File: src/rtl/gsb_pkg.sv
package gsb_pkg;

   // Outcome of one armed sync event, decided in the cycle it is seen.
   typedef enum logic [1:0] {
      EV_NONE    = 2'd0,
      EV_ACQUIRE = 2'd1,
      EV_ACCEPT  = 2'd2,
      EV_REJECT  = 2'd3
   } sync_verdict_e;

   // Active-low leg drive pair.
   typedef struct packed {
      logic pos_n;
      logic neg_n;
   } leg_pair_t;

   localparam leg_pair_t LEGS_OFF = '{pos_n: 1'b1, neg_n: 1'b1};

endpackage

File: src/rtl/gsb_sync_edge.sv
module gsb_sync_edge #(
   parameter int STAGES       = 2,
   parameter bit DETECT_FALL  = 1'b1
) (
   input  logic clk,
   input  logic rst_n,
   input  logic pin,
   output logic event_pulse
);
   // The idle level is the one the detected transition leaves.
   localparam bit IDLE_LVL = DETECT_FALL;

   logic [STAGES-1:0] chain;
   logic              last_q;

   generate
      for (genvar s = 0; s < STAGES; s++) begin : g_stage
         if (s == 0) begin : g_first
            always_ff @(posedge clk or negedge rst_n) begin
               if (!rst_n) chain[0] <= IDLE_LVL;
               else        chain[0] <= pin;
            end
         end else begin : g_next
            always_ff @(posedge clk or negedge rst_n) begin
               if (!rst_n) chain[s] <= IDLE_LVL;
               else        chain[s] <= chain[s-1];
            end
         end
      end
   endgenerate

   always_ff @(posedge clk or negedge rst_n) begin
      if (!rst_n) last_q <= IDLE_LVL;
      else        last_q <= chain[STAGES-1];
   end

   generate
      if (DETECT_FALL) begin : g_fall
         assign event_pulse = last_q & ~chain[STAGES-1];
      end else begin : g_rise
         assign event_pulse = ~last_q & chain[STAGES-1];
      end
   endgenerate

endmodule

File: src/rtl/gsb_qualifier.sv
module gsb_qualifier
   import gsb_pkg::*;
#(
   parameter int IDX_W   = 5,
   parameter int WIN_MIN = 5,
   parameter int WIN_MAX = 7
) (
   input  logic             clk,
   input  logic             rst_n,
   input  logic             sync_event,
   input  logic [IDX_W-1:0] seq_index,
   input  logic             seq_up,
   input  logic             pos_half,
   input  logic             pos_start,
   output sync_verdict_e    verdict,
   output logic             armed,
   output logic             mains_ok,
   output logic             freq_valid,
   output logic             resync_req
);
   localparam logic [IDX_W-1:0] LO_V = IDX_W'(WIN_MIN);
   localparam logic [IDX_W-1:0] HI_V = IDX_W'(WIN_MAX);

   logic taken;
   logic in_window;

   assign taken     = sync_event & armed;
   assign in_window = (seq_index >= LO_V) && (seq_index <= HI_V);

   always_comb begin
      verdict = EV_NONE;
      if (taken) begin
         if (!mains_ok)                          verdict = EV_ACQUIRE;
         else if (in_window && seq_up && pos_half) verdict = EV_ACCEPT;
         else                                    verdict = EV_REJECT;
      end
   end

   always_ff @(posedge clk or negedge rst_n) begin
      if (!rst_n) begin
         armed      <= 1'b1;
         mains_ok   <= 1'b0;
         freq_valid <= 1'b0;
         resync_req <= 1'b0;
      end else begin
         resync_req <= (verdict == EV_ACQUIRE) || (verdict == EV_ACCEPT);
         // A new positive half re-opens the detector and withdraws the
         // permission earned in the previous cycle.
         if (pos_start) begin
            armed      <= 1'b1;
            freq_valid <= 1'b0;
         end
         if (taken) armed <= 1'b0;
         unique case (verdict)
            EV_ACQUIRE: mains_ok <= 1'b1;
            EV_ACCEPT:  freq_valid <= 1'b1;
            EV_REJECT: begin
               mains_ok   <= 1'b0;
               freq_valid <= 1'b0;
            end
            default: ;
         endcase
      end
   end

endmodule

File: src/rtl/gsb_leg_ctrl.sv
module gsb_leg_ctrl
   import gsb_pkg::*;
(
   input  logic          clk,
   input  logic          rst_n,
   input  logic          half_start,
   input  logic          half_end,
   input  sync_verdict_e verdict,
   input  logic          freq_valid,
   output logic          pos_half,
   output leg_pair_t     legs,
   output logic          gate_en
);
   logic energise;

   // A reject in the same cycle as a half start withdraws permission.
   assign energise = freq_valid && (verdict != EV_REJECT);

   always_ff @(posedge clk or negedge rst_n) begin
      if (!rst_n) begin
         pos_half <= 1'b0;
         legs     <= LEGS_OFF;
         gate_en  <= 1'b0;
      end else begin
         if (verdict == EV_ACQUIRE) begin
            pos_half <= 1'b1;
            legs     <= LEGS_OFF;
            gate_en  <= 1'b1;
         end
         if (verdict == EV_REJECT) legs <= LEGS_OFF;
         if (half_end)             legs <= LEGS_OFF;
         if (half_start) begin
            pos_half <= ~pos_half;
            if (!pos_half) begin
               legs.pos_n <= ~energise;
               legs.neg_n <= 1'b1;
            end else begin
               legs.neg_n <= ~energise;
               legs.pos_n <= 1'b1;
            end
         end
      end
   end

endmodule

File: src/rtl/grid_sync_bridge_sup.sv
module grid_sync_bridge_sup
   import gsb_pkg::*;
#(
   parameter int IDX_W        = 5,
   parameter int WIN_MIN      = 5,
   parameter int WIN_MAX      = 7,
   parameter int RESYNC_IDX   = 6,
   parameter int SYNC_STAGES  = 2,
   parameter bit SYNC_FALLING = 1'b1
) (
   input  logic             clk,
   input  logic             rst_n,
   input  logic             sync_in,
   input  logic [IDX_W-1:0] seq_index,
   input  logic             seq_up,
   input  logic             half_start,
   input  logic             half_end,
   output logic             leg_pos_n,
   output logic             leg_neg_n,
   output logic             gate_pwr_en,
   output logic             resync_req,
   output logic [IDX_W-1:0] resync_index,
   output logic             resync_up
);
   localparam logic [IDX_W-1:0] RELOAD_V = IDX_W'(RESYNC_IDX);

   generate
      if (SYNC_STAGES < 2) begin : g_bad_stages
         $error("SYNC_STAGES must be at least 2");
      end
      if (WIN_MIN > WIN_MAX) begin : g_bad_window
         $error("WIN_MIN must not exceed WIN_MAX");
      end
      if (WIN_MAX >= (1 << IDX_W)) begin : g_bad_width
         $error("WIN_MAX does not fit in IDX_W bits");
      end
      if (RESYNC_IDX < WIN_MIN || RESYNC_IDX > WIN_MAX) begin : g_bad_reload
         $error("RESYNC_IDX must lie inside the acceptance window");
      end
   endgenerate

   logic          sync_fall;
   logic          pos_half;
   logic          pos_start;
   logic          armed;
   logic          mains_ok;
   logic          freq_valid;
   sync_verdict_e verdict;
   leg_pair_t     legs;

   assign pos_start = half_start & ~pos_half;

   gsb_sync_edge #(
      .STAGES      (SYNC_STAGES),
      .DETECT_FALL (SYNC_FALLING)
   ) u_edge (
      .clk         (clk),
      .rst_n       (rst_n),
      .pin         (sync_in),
      .event_pulse (sync_fall)
   );

   gsb_qualifier #(
      .IDX_W   (IDX_W),
      .WIN_MIN (WIN_MIN),
      .WIN_MAX (WIN_MAX)
   ) u_qual (
      .clk        (clk),
      .rst_n      (rst_n),
      .sync_event (sync_fall),
      .seq_index  (seq_index),
      .seq_up     (seq_up),
      .pos_half   (pos_half),
      .pos_start  (pos_start),
      .verdict    (verdict),
      .armed      (armed),
      .mains_ok   (mains_ok),
      .freq_valid (freq_valid),
      .resync_req (resync_req)
   );

   gsb_leg_ctrl u_legs (
      .clk        (clk),
      .rst_n      (rst_n),
      .half_start (half_start),
      .half_end   (half_end),
      .verdict    (verdict),
      .freq_valid (freq_valid),
      .pos_half   (pos_half),
      .legs       (legs),
      .gate_en    (gate_pwr_en)
   );

   assign leg_pos_n    = legs.pos_n;
   assign leg_neg_n    = legs.neg_n;
   assign resync_index = RELOAD_V;
   assign resync_up    = 1'b1;

endmodule

File: config.mk
export PLATFORM = sky130hd
export DESIGN_NAME = grid_sync_bridge_sup
export DESIGN_NICKNAME = d
export VERILOG_FILES = /design/src/rtl/gsb_pkg.sv /design/src/rtl/gsb_sync_edge.sv /design/src/rtl/gsb_qualifier.sv /design/src/rtl/gsb_leg_ctrl.sv /design/src/rtl/grid_sync_bridge_sup.sv
export SDC_FILE = /design/constraint.sdc
export NUM_CORES = 1
export LEC_CHECK = 0
export BUFFER_PORTS_ARGS = -buffer_cell sky130_fd_sc_hd__buf_2
export CAP_MARGIN = 10
export CORE_MARGIN = 8
export CORE_UTILIZATION = 40
export CTS_CLUSTER_DIAMETER = 200
export CTS_CLUSTER_SIZE = 24
export DETAILED_ROUTE_END_ITERATION = 7
export GPL_TIMING_DRIVEN = 0
export PLACE_DENSITY = 0.68
export SKIP_CTS_REPAIR_TIMING = 1
export SYNTH_ARGS = -nofsm -noshare
export SYNTH_HDL_FRONTEND = slang
export SYNTH_SLANG_ARGS = --single-unit
export TNS_END_PERCENT = 30
File: constraint.sdc
create_clock -name clk -period 1.62 [get_ports clk]
set_input_delay 0.243 -clock clk [delete_from_list [all_inputs] [get_ports clk]]
set_output_delay 0.243 -clock clk [all_outputs]
set_load 0.02 [all_outputs]
==> metrics.csv <==
metric,value,unit
clock net sink count,11,
biggest fanout along the worst timing path,4,
startpoint-to-endpoint class of the critical path,reg2reg,
Layout Skew,0.00366,ns
Cell Rows,13,
ANT nets after route,0,
wire length per cell,11.6,µm
"arithmetic-cell share of the synthesized area counting full adders, half adders and majority gates",7.18,%
failing checks,setup timing,
number of I/O port buffers,14,
total power after layout,0.753,mW
Worst R2R Setup Slack,-0.02,ns
CP max stage cell,sky130_fd_sc_hd__o41ai_4,
post-synthesis compound-gate area fraction,10.3,%
fraction of layout cells with a size suffix above 1,54.8,%
critical path launch point type,flip-flop,
worst reg2reg path startpoint,u_legs.pos_half$_DFFE_PN0P_,
routed vias,389,
final number of setup-violating endpoints,4,
global-route wire length before repair,1.70,mm
Synth Warn #,0,
worst supply voltage drop on vdd,0.576,mV
half-perimeter wire length after detailed placement,794,µm
H-Tree Level Count,1,
later-pin clock latency in the skew report,0.26,ns
Filler Cells Inserted,112,
CTS Buf Count,3,
FF-to-FF path depth,5,
post-synthesis sequential element count,11,
shortest period the worst path allows,1.64,ns
top cell type's share of synthesized area,30.1,%
cell type with the largest total area after synthesis,sky130_fd_sc_hd__dfstp_2,
Die Span X,52.2,µm
Synth Area in XOR/XNOR,0,%
TritonCTS clock tree,yes,
GRT Overall Usage,8.15,%
Initial Utilization,41.2,%
run status,"finished, violations left",
# diodes,0,
share of the yosys chip area belonging to registers,54.1,%
leading post-synthesis cells by cell area,"sky130_fd_sc_hd__dfstp_2, sky130_fd_sc_hd__dfrtp_1, sky130_fd_sc_hd__buf_4, sky130_fd_sc_hd__ha_1, sky130_fd_sc_hd__inv_1",
Routed WL,1.02,mm
capturing element type of the critical path,flip-flop,
dominant combinational cell family by area after synthesis,simple AND/OR/NAND/NOR gates,
fraction of synthesized area in multiplexers,0,%
library cell used as clock root buffer,sky130_fd_sc_hd__clkbuf_4,
maximum number of pins on one net before global-route repair,12,
share of synthesized flip-flops with an asynchronous set or reset,100,%
highest achievable clock rate,612,MHz
Layout area overhead,41.6,%
boundary pin count,21,
GPL Wtd Cong,0.806,
delay contributed by the slowest stage of the critical path,0.46,ns
setup repair after global routing missed its margin,true,
antenna violations before repair,0,
first-pass iteration count of the detailed router,1,
Post-synth EDFFs,0,
Post-Place Cells,80,
final instance count without filler cells,88,
Worst EP required,1.77,ns
distinct cell type count after synthesis,21,
pwr/cell area,1020,nW/µm²
Clock Path Buffers,2,
static leakage power,0.360,nW
number of instances in the synthesized netlist,47,
DR iter-0 viols,0,
total standard cell area after synthesis,523,µm²
hold violation total from the final report,0,
Critical Path Sink,u_legs.gate_en$_DFFE_PN0N_,
Final Worst Setup Slack,-0.0150,ns
min-delay worst type,in2reg,
Mapped Avg Cell Area,11.1,µm²
dominant synthesized flop cell,sky130_fd_sc_hd__dfstp_2,
worst reg2reg path endpoint,u_legs.gate_en$_DFFE_PN0N_,
total grt overflow,0,
vias in the first global route,407,
die area,2720,µm²
synthesized-area fraction occupied by and/or/nand/nor cells,14.8,%
fin nets,88,
data arrival at the endpoint of the critical path,1.78,ns
fraction of the cycle the final worst path needs,101,%
post-DR vias/cell,4.42,
count of pins over their slew limit,0,
die boundary height,52.2,µm
CP Launch Point,u_legs.pos_half$_DFFE_PN0P_,
"Critical Path, Cell by Cell","nand4b_1, o41ai_4, inv_2, ha_4, or2_1",
clock-pin slew reported for the worst setup and hold paths after clock tree synthesis,0.07,ns
Remaining DRCs,0,
number of maximum-capacitance constraint violations,0,
area of the core region,1270,µm²
[registers in the layout, summed over array words and instances, names as in the netlist]
name and cells:
u_edge.chain 2, u_legs.legs 2, u_edge.last_q 1, u_legs.gate_en 1
u_legs.pos_half 1, u_qual.armed 1, u_qual.freq_valid 1, u_qual.mains_ok 1
u_qual.resync_req 1
[worst min path at each step]
stage          slack, ns    start                          to  cells after the start
2_1_floorplan      -0.05    rst_n  u_legs.gate_en$_DFFE_PN0N_                      0
3_3_place_gp        0.12    rst_n  u_legs.gate_en$_DFFE_PN0N_                      1
3_5_place_dp        0.12    rst_n  u_legs.gate_en$_DFFE_PN0N_                      1
4_1_cts            -0.17    rst_n  u_legs.gate_en$_DFFE_PN0N_                      1
5_1_grt             0.06  sync_in   u_edge.chain[0]$_DFF_PN1_                      1
6_report            0.08  sync_in   u_edge.chain[0]$_DFF_PN1_                      1
[power breakdown]
part / switching [mW] / internal [mW]
clock network: 0.0845 / 0.0910
logic: 0.116 / 0.103
registers: 0.0226 / 0.336
[cells by family (layout without fill, tap and decap cells)]
| kind of cell | count (synthesis) | count (layout) |
|---|---|---|
| compound gates | 7 | 7 |
| buf+inv | 11 | 33 |
| other cells | 2 | 6 |
| flops | 11 | 11 |
| fa+ha+maj | 3 | 3 |
| simple gates | 13 | 13 |
[critical path, delay by kind of cell (launching register included)]
kind                       cells  cell delay, ns
adders and majority gates      1            0.18
and+or+nand+nor                2            0.37
buffers and inverters          1            0.12
AOI/OAI and AO/OA              1            0.46
DFF                            1            0.39
[synth_stat cells (all sizes together) (2+ instances only)]
library cell	number
inv	5
conb	2
ha	3
a21oi	3
nor2	2
dfstp	6
nor3	3
dfrtp	5
buf	6
[metal layers]
metal / up-vias / GRT usage (%) / routed length, µm
met4: 0 / 5.17 / 9
met3: 2 / 3.99 / 133
met2: 16 / 12.0 / 454
met1: 171 / 9.18 / 423
met5: - / 0 / 0
li1: 200 / - / -
[through the flow]
step | worst slack [ns] | cell area (µm²) | TNS (ns) | util (%) | hold slack [ns]
2_1_floorplan | 0.137 | 538 | 0 | - | -0.0526
3_3_place_gp | -0.0851 | 627 | -0.282 | 49.4 | 0.119
3_5_place_dp | -0.140 | 627 | -0.531 | 49.4 | 0.120
4_1_cts | -0.136 | 654 | -0.504 | 51.6 | -0.171
5_1_grt | -0.0920 | 741 | -0.406 | 58.4 | 0.0643
6_report | -0.0150 | 741 | -0.0364 | 58.4 | 0.0758
[cell type report]
| cell class | count | area, µm² | share of cell area [%] |
|---|---|---|---|
| Sequential cell | 11 | 283 | 38.2 |
| Timing Repair Buffer | 18 | 103 | 13.9 |
| Tap cell | 15 | 18.8 | 2.53 |
| Clock buffer | 3 | 22.5 | 3.04 |
| Buffer | 6 | 45.0 | 6.08 |
| Multi-Input combinational cell | 29 | 245 | 33.1 |
| Inverter | 5 | 18.8 | 2.53 |
| Clock inverter | 1 | 5.00 | 0.676 |
[cells in the final DEF (no fill, tap or decap), drive strengths merged]
cell type / instances
a32oi: 1
a31oi: 1
dfrtp: 5
dfstp: 6
a21oi: 3
clkinv: 1
o41ai: 1
and3b: 1
ha: 3
nor3: 3
buf: 23
clkbuf: 3
nand2b: 1
dlygate4sd3: 1
or4: 1
a21o: 1
conb: 6
nor3b: 1
nor2b: 1
or2: 1
inv: 5
nand2: 1
nand4b: 1
nor2: 2
No activity file was read; power rests on OpenSTA's default activity.
